File: config.mk
export PLATFORM = sky130hd
export DESIGN_NAME = pal_sync_gen
export DESIGN_NICKNAME = d
export VERILOG_FILES = /design/src/rtl/pal_timing_pkg.sv /design/src/rtl/pal_field_seq.sv /design/src/rtl/pal_pix_path.sv /design/src/rtl/pal_sync_gen.sv
export SDC_FILE = /design/constraint.sdc
export NUM_CORES = 1
export LEC_CHECK = 0
export BUFFER_PORTS_ARGS = -buffer_cell sky130_fd_sc_hd__buf_2
export CORE_UTILIZATION = 50
export DETAILED_ROUTE_END_ITERATION = 7
export PLACE_DENSITY = 0.68
export SLEW_MARGIN = 20
export SYNTH_ARGS = -nofsm -noshare
export SYNTH_HDL_FRONTEND = slang
export SYNTH_SLANG_ARGS = --single-unit
File: constraint.sdc
create_clock -name clk -period 3.4 [get_ports clk]
set_input_delay 0 -clock clk [delete_from_list [all_inputs] [get_ports clk]]
set_output_delay 0 -clock clk [all_outputs]
set_load 0.005 [all_outputs]
File: src/rtl/pal_timing_pkg.sv
package pal_timing_pkg;

  // Per-cycle strobes from the field sequencer to the output datapath.
  typedef struct packed {
    logic syncLow;     // composite sync at tip level this cycle
    logic pixActive;   // inside the pixel window of a picture line
    logic loadByte;    // first pixel of a byte: fetch and show bit 7
    logic shiftPix;    // later pixel of a byte: show next bit
    logic fieldStart;  // first cycle of status 0
  } palStrobes_t;

endpackage

File: src/rtl/pal_field_seq.sv
module pal_field_seq
  import pal_timing_pkg::*;
#(
  parameter int CYC_SHORT    = 48,
  parameter int CYC_LONG     = 720,
  parameter int LINE_CYC     = 1536,
  parameter int HSYNC_CYC    = 96,
  parameter int BPORCH_CYC   = 192,
  parameter int PIX_DIV      = 4,
  parameter int PIX_PER_LINE = 256,
  parameter int PIC_LINES    = 304,
  parameter int LONG_SLOTS   = 10,
  parameter int SHORT_SLOTS  = 10,
  parameter int TRAIL_SLOTS  = 12
) (
  input  logic        clk,
  input  logic        rst,
  output palStrobes_t strobes
);

  localparam int SLOT_CYC  = CYC_LONG + CYC_SHORT;
  localparam int CNT_MAX   = (LINE_CYC > SLOT_CYC) ? LINE_CYC : SLOT_CYC;
  localparam int CNT_W     = $clog2(CNT_MAX + 1);
  localparam int ST_PIC    = LONG_SLOTS + SHORT_SLOTS;
  localparam int ST_LAST   = ST_PIC + TRAIL_SLOTS;
  localparam int ST_W      = $clog2(ST_LAST + 2);
  localparam int LN_W      = $clog2(PIC_LINES + 1);
  localparam int DIV_W     = $clog2(PIX_DIV + 1);
  localparam int ACT_START = HSYNC_CYC + BPORCH_CYC;
  localparam int ACT_END   = ACT_START + PIX_PER_LINE * PIX_DIV;

  localparam logic [CNT_W-1:0] C_SHORT   = CNT_W'(CYC_SHORT);
  localparam logic [CNT_W-1:0] C_LONG    = CNT_W'(CYC_LONG);
  localparam logic [CNT_W-1:0] C_HSYNC   = CNT_W'(HSYNC_CYC);
  localparam logic [CNT_W-1:0] C_ACT0    = CNT_W'(ACT_START);
  localparam logic [CNT_W-1:0] C_ACT1    = CNT_W'(ACT_END);
  localparam logic [CNT_W-1:0] SLOT_LAST = CNT_W'(SLOT_CYC - 1);
  localparam logic [CNT_W-1:0] LINE_LAST = CNT_W'(LINE_CYC - 1);
  localparam logic [ST_W-1:0]  S_SHORT0  = ST_W'(LONG_SLOTS);
  localparam logic [ST_W-1:0]  S_PIC     = ST_W'(ST_PIC);
  localparam logic [ST_W-1:0]  S_LAST    = ST_W'(ST_LAST);
  localparam logic [LN_W-1:0]  LN_LAST   = LN_W'(PIC_LINES - 1);
  localparam logic [DIV_W-1:0] DIV_LAST  = DIV_W'(PIX_DIV - 1);

  logic [ST_W-1:0]  status;
  logic [CNT_W-1:0] cnt;
  logic [LN_W-1:0]  lineIdx;
  logic [DIV_W-1:0] divCnt;
  logic [2:0]       bitCnt;

  logic             isPic;
  logic             isLong;
  logic             badStatus;
  logic             slotEnd;
  logic [CNT_W-1:0] cntLast;

  // Slot decode: which kind of interval the current status selects.
  always_comb begin
    isPic     = (status == S_PIC);
    isLong    = (status < S_SHORT0);
    badStatus = (status > S_LAST);
    cntLast   = isPic ? LINE_LAST : SLOT_LAST;
    slotEnd   = (cnt == cntLast);
  end

  // Strobes for the datapath, all derived from the current state.
  always_comb begin
    strobes = '0;
    if (isLong)     strobes.syncLow = (cnt < C_LONG);
    else if (isPic) strobes.syncLow = (cnt < C_HSYNC);
    else            strobes.syncLow = (cnt < C_SHORT);
    strobes.pixActive  = isPic && (cnt >= C_ACT0) && (cnt < C_ACT1);
    strobes.loadByte   = strobes.pixActive && (divCnt == '0) && (bitCnt == 3'd0);
    strobes.shiftPix   = strobes.pixActive && (divCnt == '0) && (bitCnt != 3'd0);
    strobes.fieldStart = (status == '0) && (cnt == '0);
  end

  // Status, slot cycle and picture line counters.
  always_ff @(posedge clk) begin
    if (rst) begin
      status  <= '0;
      cnt     <= '0;
      lineIdx <= '0;
    end else if (badStatus) begin
      status  <= '0;
      cnt     <= '0;
      lineIdx <= '0;
    end else if (slotEnd) begin
      cnt <= '0;
      if (isPic) begin
        if (lineIdx == LN_LAST) begin
          lineIdx <= '0;
          status  <= status + 1'b1;
        end else begin
          lineIdx <= lineIdx + 1'b1;
        end
      end else if (status == S_LAST) begin
        status <= '0;
      end else begin
        status <= status + 1'b1;
      end
    end else begin
      cnt <= cnt + 1'b1;
    end
  end

  // Pixel pacing within the active window.
  always_ff @(posedge clk) begin
    if (rst || !strobes.pixActive) begin
      divCnt <= '0;
      bitCnt <= 3'd0;
    end else if (divCnt == DIV_LAST) begin
      divCnt <= '0;
      bitCnt <= bitCnt + 3'd1;
    end else begin
      divCnt <= divCnt + 1'b1;
    end
  end

endmodule

File: src/rtl/pal_pix_path.sv
module pal_pix_path
  import pal_timing_pkg::*;
#(
  parameter int                ADDR_W  = 16,
  parameter logic [ADDR_W-1:0] FB_BASE = 16'h0100
) (
  input  logic              clk,
  input  logic              rst,
  input  palStrobes_t       strobes,
  input  logic [7:0]        fbData,
  output logic [ADDR_W-1:0] fbAddr,
  output logic              syncOut,
  output logic              videoOut,
  output logic              dbgStrobe
);

  logic [ADDR_W-1:0] addrQ;
  logic [6:0]        shReg;
  logic              syncQ;
  logic              vidQ;
  logic              dbgQ;

  // Output levels: one register stage behind the sequencer.
  always_ff @(posedge clk) begin
    if (rst) begin
      syncQ <= 1'b1;
      dbgQ  <= 1'b0;
    end else begin
      syncQ <= !strobes.syncLow;
      dbgQ  <= strobes.fieldStart;
    end
  end

  // Framebuffer address walker.
  always_ff @(posedge clk) begin
    if (rst || strobes.fieldStart) addrQ <= FB_BASE;
    else if (strobes.loadByte)     addrQ <= addrQ + 1'b1;
  end

  // Byte capture and serialisation, MSB first; blank outside window.
  always_ff @(posedge clk) begin
    if (rst) begin
      shReg <= '0;
      vidQ  <= 1'b0;
    end else if (strobes.loadByte) begin
      shReg <= fbData[6:0];
      vidQ  <= fbData[7];
    end else if (strobes.shiftPix) begin
      shReg <= {shReg[5:0], 1'b0};
      vidQ  <= shReg[6];
    end else if (!strobes.pixActive) begin
      vidQ  <= 1'b0;
    end
  end

  assign fbAddr    = addrQ;
  assign syncOut   = syncQ;
  assign videoOut  = vidQ;
  assign dbgStrobe = dbgQ;

endmodule

File: src/rtl/pal_sync_gen.sv
module pal_sync_gen
  import pal_timing_pkg::*;
#(
  parameter int                CYC_SHORT    = 48,
  parameter int                CYC_LONG     = 720,
  parameter int                LINE_CYC     = 1536,
  parameter int                HSYNC_CYC    = 96,
  parameter int                BPORCH_CYC   = 192,
  parameter int                PIX_DIV      = 4,
  parameter int                PIX_PER_LINE = 256,
  parameter int                PIC_LINES    = 304,
  parameter int                LONG_SLOTS   = 10,
  parameter int                SHORT_SLOTS  = 10,
  parameter int                TRAIL_SLOTS  = 12,
  parameter int                ADDR_W       = 16,
  parameter logic [ADDR_W-1:0] FB_BASE      = 16'h0100
) (
  input  logic              clk,
  input  logic              rst,
  output logic [ADDR_W-1:0] fbAddr,
  input  logic [7:0]        fbData,
  output logic              syncOut,
  output logic              videoOut,
  output logic              dbgStrobe
);

  palStrobes_t strobes;

  pal_field_seq #(
    .CYC_SHORT   (CYC_SHORT),
    .CYC_LONG    (CYC_LONG),
    .LINE_CYC    (LINE_CYC),
    .HSYNC_CYC   (HSYNC_CYC),
    .BPORCH_CYC  (BPORCH_CYC),
    .PIX_DIV     (PIX_DIV),
    .PIX_PER_LINE(PIX_PER_LINE),
    .PIC_LINES   (PIC_LINES),
    .LONG_SLOTS  (LONG_SLOTS),
    .SHORT_SLOTS (SHORT_SLOTS),
    .TRAIL_SLOTS (TRAIL_SLOTS)
  ) seqInst (
    .clk    (clk),
    .rst    (rst),
    .strobes(strobes)
  );

  pal_pix_path #(
    .ADDR_W (ADDR_W),
    .FB_BASE(FB_BASE)
  ) pathInst (
    .clk      (clk),
    .rst      (rst),
    .strobes  (strobes),
    .fbData   (fbData),
    .fbAddr   (fbAddr),
    .syncOut  (syncOut),
    .videoOut (videoOut),
    .dbgStrobe(dbgStrobe)
  );

endmodule

==> flow_metrics.env, run 1 <==
export IMPL_status="complete, no violations"
export IMPL_grt_use_met2_pct=32.1
export IMPL_worstSetupStartpoint="seqInst.status[1]$_SDFFE_PP0P_"
export IMPL_antenna_found_initial=0
export IMPL_synthToLayoutAreaGrowth_pct=12.0
export IMPL_ys_warnings_count=0
export IMPL_syn_area_per_cell_um2=8.85
export IMPL_stdcell_area_um2=3420
export IMPL_crit_end="seqInst.status[5]$_SDFFE_PP0P_"
export IMPL_drt_wl_total_mm=6.02
export IMPL_fin_ws_ns=1.01
export IMPL_p_sw_share_pct=21.8
export IMPL_cp_arrival_ns=2.65
export IMPL_synth_edf_count=0
export IMPL_synth_area_um2=3050
export IMPL_powerDensity_nw_per_um2=389
export IMPL_synth_area_leaders="dfxtp_1 (38%), xnor2_1 (5.2%), a2111oi_2 (4.9%), ha_1 (4.5%), nand3_1 (4.4%)"
export IMPL_slew_headroom_pct=42.0
export IMPL_die_h_um=80.2
export IMPL_cp_depth=7
export IMPL_cts_sinks=58
export IMPL_final_nets=390
export IMPL_rows=28
export IMPL_io_buffers=28
export IMPL_r2r_cells=7
export IMPL_slew_violations=0
export IMPL_ys_flop_type="dfxtp_1"
export IMPL_cap_viol_max_count=0
export IMPL_ys_seq_elements=58
export IMPL_total_power_mw=1.33
export IMPL_drt_vias_per_instance=5.59
export IMPL_drt_first_pass_iters=4
export IMPL_worstSetupPathType="flop to flop"
export IMPL_clk_pin_slew_ns=0.06
export IMPL_finalNonFillerCells=448
export IMPL_route_vias_total=2504
export IMPL_finalHoldViolations=0
export IMPL_die_area_um2=6420
export IMPL_gr_max_usage_layer="met2"
export IMPL_die_width_um=80.2
export IMPL_cp_max_fo=9
export IMPL_synth_fp_nets=366
export IMPL_setup_tns_ns=0
export IMPL_p_sw_mw=0.290
export IMPL_power_internal_mw=1.04
export IMPL_place_inst=432
export IMPL_hold_class="input port to flop"
export IMPL_core_um2=5920
export IMPL_critPathCaptureType="flop"
export IMPL_peakVddDrop_uv=266
export IMPL_cts_max_level=3
export IMPL_finalCritPeriodShare_pct=70.2
export IMPL_synth_top_cell_area_share_pct=38.0
export IMPL_max_slew_worst_pin_slew_ns=0.859
export IMPL_final_cell_mix="dfxtp_1 (58), nor2_1 (35), buf_2 (28)"
export IMPL_clock_latency_ns=0.34
export IMPL_initial_core_util_pct=51.6
export IMPL_worst_path_max_delay_cell="or4_1"
export IMPL_clockPowerShare_pct=44.6
export IMPL_grt_use_total_pct=20.6
export IMPL_seq_area_frac_synth_pct=38.0
export IMPL_pwr_share_seq_pct=51.7
export IMPL_rsz0062_at_grt="no"
export IMPL_n_antenna_cell=0
export IMPL_grt_ovfl_total=0
export IMPL_reg2reg_slack_ns=1.01
export IMPL_r2r_start="seqInst.status[1]$_SDFFE_PP0P_"
export IMPL_synthArstFlopShare_pct=0
export IMPL_cts_tree="yes"
export IMPL_clock_path_buffers=2
export IMPL_drive_gt1_share_pct=18.8
export IMPL_syn_instance_count=345
export IMPL_met3_usage_pct=4.09
export IMPL_root_buffer="clkbuf_8"
export IMPL_crit_family="compound AO/OA/AOI/OAI gates"
export IMPL_fin_util_pct=57.8
export IMPL_drc=0
export IMPL_r2r_end="seqInst.status[5]$_SDFFE_PP0P_"
export IMPL_routabilityCongestion=0.786
export IMPL_grt_max_degree=21
export IMPL_setup_violations=0
export IMPL_cts_repair_resized=0
export IMPL_cp_num_buf_inv=1
export IMPL_dp_slack_ns=1.05
export IMPL_gr_usage_met1_pct=27.2
export IMPL_dp_hpwl_mm=4.26
export IMPL_cp_cell_sequence="inv_1 > ha_1 > nor2b_1 > a2111oi_2 > o21ai_2 > or4_1 > a21oi_1"
export IMPL_post_route_min_period_ns=2.39
export IMPL_ff_latch_area_um2=1160
export IMPL_final_antenna_net_count=0
export IMPL_final_common_cell="dfxtp_1"
export IMPL_grt_pass1_vias=2190
export IMPL_fillerInstances=561
export IMPL_max_freq_mhz=419
export IMPL_slowest_delay_ns=0.54
export IMPL_ioPinCount=29
export IMPL_worstPathRequired_ns=3.67
export IMPL_multiInputGateArea_um2=1740
export IMPL_hold_ws_ns=0.0313
export IMPL_cts_made_buffers=9
export IMPL_cellLeakagePower_nw=1.24
export IMPL_grt_pass1_wl_mm=10.2
export IMPL_placed_area_um2=3220
export IMPL_yosys_area_top_type="dfxtp_1"
export IMPL_cp_start_kind="flop"
export IMPL_finalClockSkew_ns=0.0114
export IMPL_share_comb_of_total_power_pct=3.6
export IMPL_post_drt_wl_per_cell_um=13.4
export IMPL_first_iter_violations=126
export IMPL_yosysUniqueCellTypes=52
## sequential cells by signal (all words and copies together), names as in the netlist, 3 cells and up
signal           cells
seqInst.status       6
seqInst.lineIdx      9
pathInst.shReg       7
seqInst.cnt         11
seqInst.bitCnt       3
pathInst.fbAddr     16
seqInst.divCnt       3
## how the worst min path moves through the flow
stage / startpoint / to / slack (ns) / depth (start not counted)
floorplan: fbData[0] / pathInst.shReg[0]$_SDFFE_PP0P_ / 0.15 / 2
global placement: fbData[0] / pathInst.shReg[0]$_SDFFE_PP0P_ / 0.27 / 3
detailed placement: fbData[0] / pathInst.shReg[0]$_SDFFE_PP0P_ / 0.27 / 3
CTS: fbData[1] / pathInst.shReg[1]$_SDFFE_PP0P_ / 0.02 / 3
global route: fbData[1] / pathInst.shReg[1]$_SDFFE_PP0P_ / 0.04 / 3
finish: fbData[6] / pathInst.shReg[6]$_SDFFE_PP0P_ / 0.03 / 3
## power groups by stage
| stage | logic [mW] | registers, mW | clock network (mW) |
|---|---|---|---|
| after CTS | 0.0495 | 0.688 | 0.611 |
| final | 0.0485 | 0.688 | 0.594 |
| after global routing | 0.0548 | 0.688 | 0.642 |
| after detailed placement | 0.0479 | 0.703 | 0 |
| after floorplan | 0.0297 | 0.703 | 0 |
| after global placement | 0.0468 | 0.703 | 0 |
## routing by layer
| metal | wire (µm) | vias to the layer above |
|---|---|---|
| li1 | - | 1276 |
| met1 | 2960 | 1186 |
| met2 | 2790 | 33 |
| met3 | 160 | 9 |
| met4 | 102 | 0 |
| met5 | 0 | - |
## what timing repair did
item | in CTS | in global routing
hold endpoints to repair | 1 | 0
buffers inserted | 0 | 0
hold buffers | 1 | 0
## synthesized netlist by cell type, drive strengths merged, types with 6 or more instances
| cell type | count |
|---|---|
| nand3 | 27 |
| nor2 | 41 |
| nor3 | 6 |
| ha | 11 |
| xor2 | 7 |
| nand2 | 23 |
| dfxtp | 58 |
| a211oi | 9 |
| a21oi | 13 |
| xnor2 | 18 |
| buf | 9 |
| inv | 16 |
| clkbuf | 11 |
| o21ai | 11 |
| a2111oi | 11 |
| mux2i | 12 |
| nor2b | 6 |
## logic make-up (layout without fill, tap and decap cells)
group	count (synthesis)	after routing	share of synthesized area [%]
flops	58	58	38.0
xor+xnor	25	25	7.17
mux	12	12	3.93
compound gates	59	59	15.5
fa+ha+maj	11	11	4.51
buf+inv	36	64	5.16
simple gates	144	144	25.7
## cell type report
type	count	area share, %
multi-input combinational	251	50.7
sequential	58	34.0
timing repair buffer	33	5.27
clock buffer	13	5.23
tap	75	2.74
inverter	16	1.76
clock inverter	2	0.293
## worst reg2reg max path, stage by stage, from the launching register on
cell and delay (ns):
dfxtp_1 0.40, inv_1 0.07, ha_1 0.23, nor2b_1 0.21
a2111oi_2 0.51, o21ai_2 0.23, or4_1 0.54, a21oi_1 0.14
(Power assumes the default switching activity.)
==> inputs of run 2 (changes only) <==
Settings changed: PLACE_DENSITY 0.68 to 0.71.
Clock period 3.4 ns to 2 ns, I/O delays scaled along.
==> flow_metrics.env, run 2 (synthesis gave the netlist of run 1 again) <==
export IMPL_grt_pass1_vias=2576
export IMPL_worstPathRequired_ns=2.24
export IMPL_hold_ws_ns=0.0144
export IMPL_drive_gt1_share_pct=33.0
export IMPL_initial_core_util_pct=51.6
export IMPL_drt_vias_per_instance=5.60
export IMPL_whs_endpoint="pathInst.shReg[5]$_SDFFE_PP0P_"
export IMPL_placed_area_um2=3570
export IMPL_fin_util_pct=68.2
export IMPL_final_cell_mix="dfxtp_1 (54), buf_4 (40), nor2_1 (35)"
export IMPL_total_power_mw=2.26
export IMPL_dp_slack_ns=-0.150
export IMPL_post_drt_wl_per_cell_um=15.4
export IMPL_grt_ovfl_total=0
export IMPL_cp_start_kind="flop"
export IMPL_hold_path_cell_count=3
export IMPL_clock_path_buffers=2
export IMPL_cts_max_level=3
export IMPL_clk_pin_slew_ns=0.06
export IMPL_ioPinCount=29
export IMPL_finalHoldViolations=0
export IMPL_dp_hpwl_mm=4.85
export IMPL_setup_tns_ns=-0.369
export IMPL_slew_violations=0
export IMPL_cellLeakagePower_nw=1.50
export IMPL_powerDensity_nw_per_um2=560
export IMPL_worstSetupPathType="flop to flop"
export IMPL_ff_latch_area_um2=1170
export IMPL_grt_use_total_pct=24.8
export IMPL_place_inst=470
export IMPL_cp_arrival_ns=2.29
export IMPL_antenna_found_initial=0
export IMPL_io_buffers=28
export IMPL_largest_reg_flops=16
export IMPL_cts_made_buffers=9
export IMPL_cp_max_fo=6
export IMPL_drc=0
export IMPL_max_freq_mhz=486
export IMPL_hold_class="input port to flop"
export IMPL_die_h_um=80.2
export IMPL_fillerInstances=480
export IMPL_status="complete, but fails checks"
export IMPL_violations="setup timing"
export IMPL_fin_ws_ns=-0.0573
export IMPL_synthToLayoutAreaGrowth_pct=32.1
export IMPL_root_buffer="clkbuf_8"
export IMPL_route_vias_total=2745
export IMPL_grt_pass1_wl_mm=12.1
export IMPL_drt_first_pass_iters=4
export IMPL_core_um2=5920
export IMPL_die_area_um2=6420
export IMPL_slew_headroom_pct=57.6
export IMPL_routabilityCongestion=0.771
export IMPL_r2r_end="pathInst.fbAddr[6]$_SDFFE_PP0N_"
export IMPL_multiInputGateArea_um2=2020
export IMPL_r2r_cells=5
export IMPL_drt_wl_total_mm=7.54
export IMPL_finalCritPeriodShare_pct=103
export IMPL_stdcell_area_um2=4040
export IMPL_cts_sinks=58
export IMPL_rsz0062_at_grt="yes"
export IMPL_finalNonFillerCells=490
export IMPL_critPathCaptureType="flop"
export IMPL_reg2reg_slack_ns=-0.06
export IMPL_max_slew_worst_pin_slew_ns=0.635
export IMPL_finalClockSkew_ns=0.00800
export IMPL_clock_latency_ns=0.35
export IMPL_die_width_um=80.2
export IMPL_n_antenna_cell=0
export IMPL_post_route_min_period_ns=2.06
export IMPL_cap_viol_max_count=0
export IMPL_first_iter_violations=98
export IMPL_peakVddDrop_uv=362
export IMPL_r2r_start="seqInst.cnt[7]$_SDFF_PP0_"
export IMPL_final_common_cell="dfxtp_1"
export IMPL_grt_max_degree=21
export IMPL_rows=28
export IMPL_final_nets=431
export IMPL_setup_violations=11
export IMPL_final_antenna_net_count=0
export IMPL_cts_tree="yes"
export IMPL_min_from="fbData[5]"
run 2: worst max path at each step:
stage / from / endpoint / cells after the start
after CTS: seqInst.divCnt[0]$_SDFF_PP0_ / pathInst.fbAddr[3]$_SDFFE_PP0N_ / 7
after global placement: seqInst.divCnt[0]$_SDFF_PP0_ / pathInst.fbAddr[3]$_SDFFE_PP0N_ / 7
after floorplan: seqInst.cnt[5]$_SDFF_PP0_ / pathInst.fbAddr[10]$_SDFFE_PP0N_ / 7
final: seqInst.cnt[7]$_SDFF_PP0_ / pathInst.fbAddr[6]$_SDFFE_PP0N_ / 5
after detailed placement: seqInst.divCnt[0]$_SDFF_PP0_ / pathInst.fbAddr[3]$_SDFFE_PP0N_ / 7
after global routing: seqInst.status[0]$_SDFFE_PP0P_ / pathInst.fbAddr[8]$_SDFFE_PP1N_ / 7
run 2: routing by layer:
metal  global-route usage, %  vias up  part of all wire [%]
met5                       0        -                     0
met2                    40.3       71                    48
met3                    6.25       13                   5.0
met4                    11.8        0                   1.9
li1                        -     1362                     -
met1                    30.5     1299                    45
run 2: worst max-delay path, cell delays in order, from the launching register on:
cell and delay, ns:
dfxtp_2 0.32, o31a_1 0.38, or4b_4 0.67, a2111oi_4 0.34
xnor2_1 0.18, nor2_2 0.05
run 2: final cells by class:
type | count | share of cell area [%]
Inverter | 16 | 1.49
Timing Repair Buffer | 73 | 12.7
Clock buffer | 11 | 3.75
Multi-Input combinational cell | 252 | 50.1
Tap cell | 75 | 2.33
Sequential cell | 58 | 28.9
Clock inverter | 5 | 0.713
run 2: what timing repair did:
action	4_1_cts	5_1_grt
endpoints found under the setup margin	34	46
setup buffers	0	1
hold buffers	2	0
endpoints found under the hold margin	2	0
cloned	1	0
pin swaps	19	4
resized for setup	26	16
run 2: power breakdown:
part | leakage, nW | switching (mW) | internal, mW | total (mW)
sequential | 0.470 | 0.00647 | 1.16 | 1.17
clock | 0.0988 | 0.484 | 0.510 | 0.993
combinational | 0.931 | 0.0572 | 0.0401 | 0.0973
==> inputs of run 3 (changes only) <==
Settings changed: SETUP_SLACK_MARGIN set to 0.1, SKIP_CTS_REPAIR_TIMING set to 1.
==> flow_metrics.env, run 3 (synthesis gave the netlist of run 1 again) <==
export IMPL_grt_max_degree=21
export IMPL_rsz0062_at_grt="yes"
export IMPL_antenna_found_initial=0
export IMPL_drt_first_pass_iters=4
export IMPL_finalNonFillerCells=497
export IMPL_crit_family="compound AO/OA/AOI/OAI gates"
export IMPL_cts_tree="yes"
export IMPL_routabilityCongestion=0.816
export IMPL_final_cell_mix="dfxtp_1 (51), buf_4 (41), buf_2 (28)"
export IMPL_setup_violations=12
export IMPL_grt_ovfl_total=0
export IMPL_cts_made_buffers=9
export IMPL_r2r_start="seqInst.cnt[7]$_SDFF_PP0_"
export IMPL_whs_endpoint="pathInst.shReg[5]$_SDFFE_PP0P_"
export IMPL_initial_core_util_pct=51.6
export IMPL_cp_max_fo=7
export IMPL_core_um2=5920
export IMPL_max_freq_mhz=466
export IMPL_die_h_um=80.2
export IMPL_die_area_um2=6420
export IMPL_finalClockSkew_ns=0.0148
export IMPL_drt_vias_per_instance=5.50
export IMPL_first_iter_violations=113
export IMPL_finalCritPeriodShare_pct=107
export IMPL_place_inst=471
export IMPL_cap_viol_max_count=0
export IMPL_stdcell_area_um2=4340
export IMPL_drc=0
export IMPL_hold_class="input port to flop"
export IMPL_rows=28
export IMPL_finalHoldViolations=0
export IMPL_r2r_end="pathInst.fbAddr[8]$_SDFFE_PP1N_"
export IMPL_cts_sinks=58
export IMPL_worst_path_max_delay_cell="or4b_4"
export IMPL_status="complete, but fails checks"
export IMPL_drt_wl_total_mm=7.57
export IMPL_slew_violations=0
export IMPL_cp_start_kind="flop"
export IMPL_reg2reg_slack_ns=-0.14
export IMPL_placed_area_um2=3680
export IMPL_critPathCaptureType="flop"
export IMPL_final_nets=438
export IMPL_dp_hpwl_mm=4.97
export IMPL_root_buffer="clkbuf_8"
export IMPL_hold_path_cell_count=3
export IMPL_fin_ws_ns=-0.144
export IMPL_cp_depth=6
export IMPL_worstSetupPathType="flop to flop"
export IMPL_cp_arrival_ns=2.38
export IMPL_powerDensity_nw_per_um2=582
export IMPL_cts_max_level=3
export IMPL_worstSetupStartpoint="seqInst.cnt[7]$_SDFF_PP0_"
export IMPL_io_buffers=28
export IMPL_post_drt_wl_per_cell_um=15.2
export IMPL_peakVddDrop_uv=389
export IMPL_route_vias_total=2733
export IMPL_violations="setup timing"
export IMPL_worstPathRequired_ns=2.24
export IMPL_largest_reg_flops=16
export IMPL_n_antenna_cell=0
export IMPL_min_from="fbData[5]"
export IMPL_slowest_delay_ns=0.59
export IMPL_grt_pass1_wl_mm=11.6
export IMPL_cellLeakagePower_nw=1.62
export IMPL_post_route_min_period_ns=2.14
export IMPL_final_common_cell="dfxtp_1"
export IMPL_cp_num_buf_inv=1
export IMPL_grt_use_total_pct=23.9
export IMPL_synthToLayoutAreaGrowth_pct=42.2
export IMPL_die_width_um=80.2
export IMPL_drive_gt1_share_pct=43.1
export IMPL_clk_pin_slew_ns=0.07
export IMPL_cp_cell_sequence="o31a_1 > or4b_4 > buf_12 > a2111oi_4 > xnor2_1 > nand2_1"
export IMPL_r2r_cells=6
export IMPL_clock_latency_ns=0.35
export IMPL_grt_pass1_vias=2463
export IMPL_final_antenna_net_count=0
export IMPL_clock_path_buffers=2
export IMPL_ioPinCount=29
export IMPL_slew_headroom_pct=60.8
export IMPL_max_slew_worst_pin_slew_ns=0.587
## run 3: changes by cell type in the layout (fill, tap and decap cells not counted), moves of 6 or more
cell / delta
a21oi_2: +6
nor2_2: +7
nor2_1: -13
a211oi_2: +6
nor2_4: +6
a211oi_1: -6
buf_6: +8
a21oi_1: -6
## run 3: worst max-delay path by stage
stage	end	slack [ns]
3_3_place_gp	pathInst.shReg[3]$_SDFFE_PP0P_	-0.14
3_5_place_dp	pathInst.shReg[4]$_SDFFE_PP0P_	-0.17
6_report	pathInst.fbAddr[8]$_SDFFE_PP1N_	-0.14
4_1_cts	pathInst.shReg[4]$_SDFFE_PP0P_	-0.20
2_1_floorplan	pathInst.fbAddr[8]$_SDFFE_PP1N_	-0.06
5_1_grt	pathInst.fbAddr[8]$_SDFFE_PP1N_	-0.19
## run 3: worst reg2reg max path, stage by stage, from the launching register on
cell and delay [ns]:
dfxtp_1 0.31, o31a_1 0.35, or4b_4 0.59, buf_12 0.18, a2111oi_4 0.32, xnor2_1 0.20
nand2_1 0.08
## run 3: routing by layer
metal | vias to the layer above | track usage (%) | routed length (µm)
met4 | 0 | 9.64 | 116
met2 | 37 | 37.9 | 3700
met5 | - | 0 | 0
met1 | 1310 | 30.8 | 3540
met3 | 11 | 6.14 | 206
li1 | 1375 | - | -
## run 3: through the flow
step | total power, mW | setup slack, ns | setup TNS, ns | hold WS [ns] | utilization [%]
final | 2.53 | -0.144 | -0.772 | 0.0189 | 73.3
after global routing | 2.62 | -0.188 | -2.10 | 0.0376 | 73.3
after floorplan | 1.25 | -0.0641 | -0.354 | 0.152 | -
after global placement | 1.28 | -0.141 | -1.26 | 0.272 | 62.2
after detailed placement | 1.28 | -0.167 | -1.83 | 0.289 | 62.2
after CTS | 2.53 | -0.198 | -2.36 | -0.0866 | 66.0
## run 3: area by class of cell
cell class,instances,area [µm²]
Fill cell,408,1580
Inverter,16,60.1
Sequential cell,58,1170
Multi-Input combinational cell,251,2190
Clock buffer,12,155
Timing Repair Buffer,81,599
Clock inverter,4,73.8
Tap cell,75,93.8
## run 3: power breakdown
group | internal (mW) | switching, mW
Sequential | 1.16 | 0.00684
Combinational | 0.0431 | 0.0666
Clock | 0.770 | 0.481
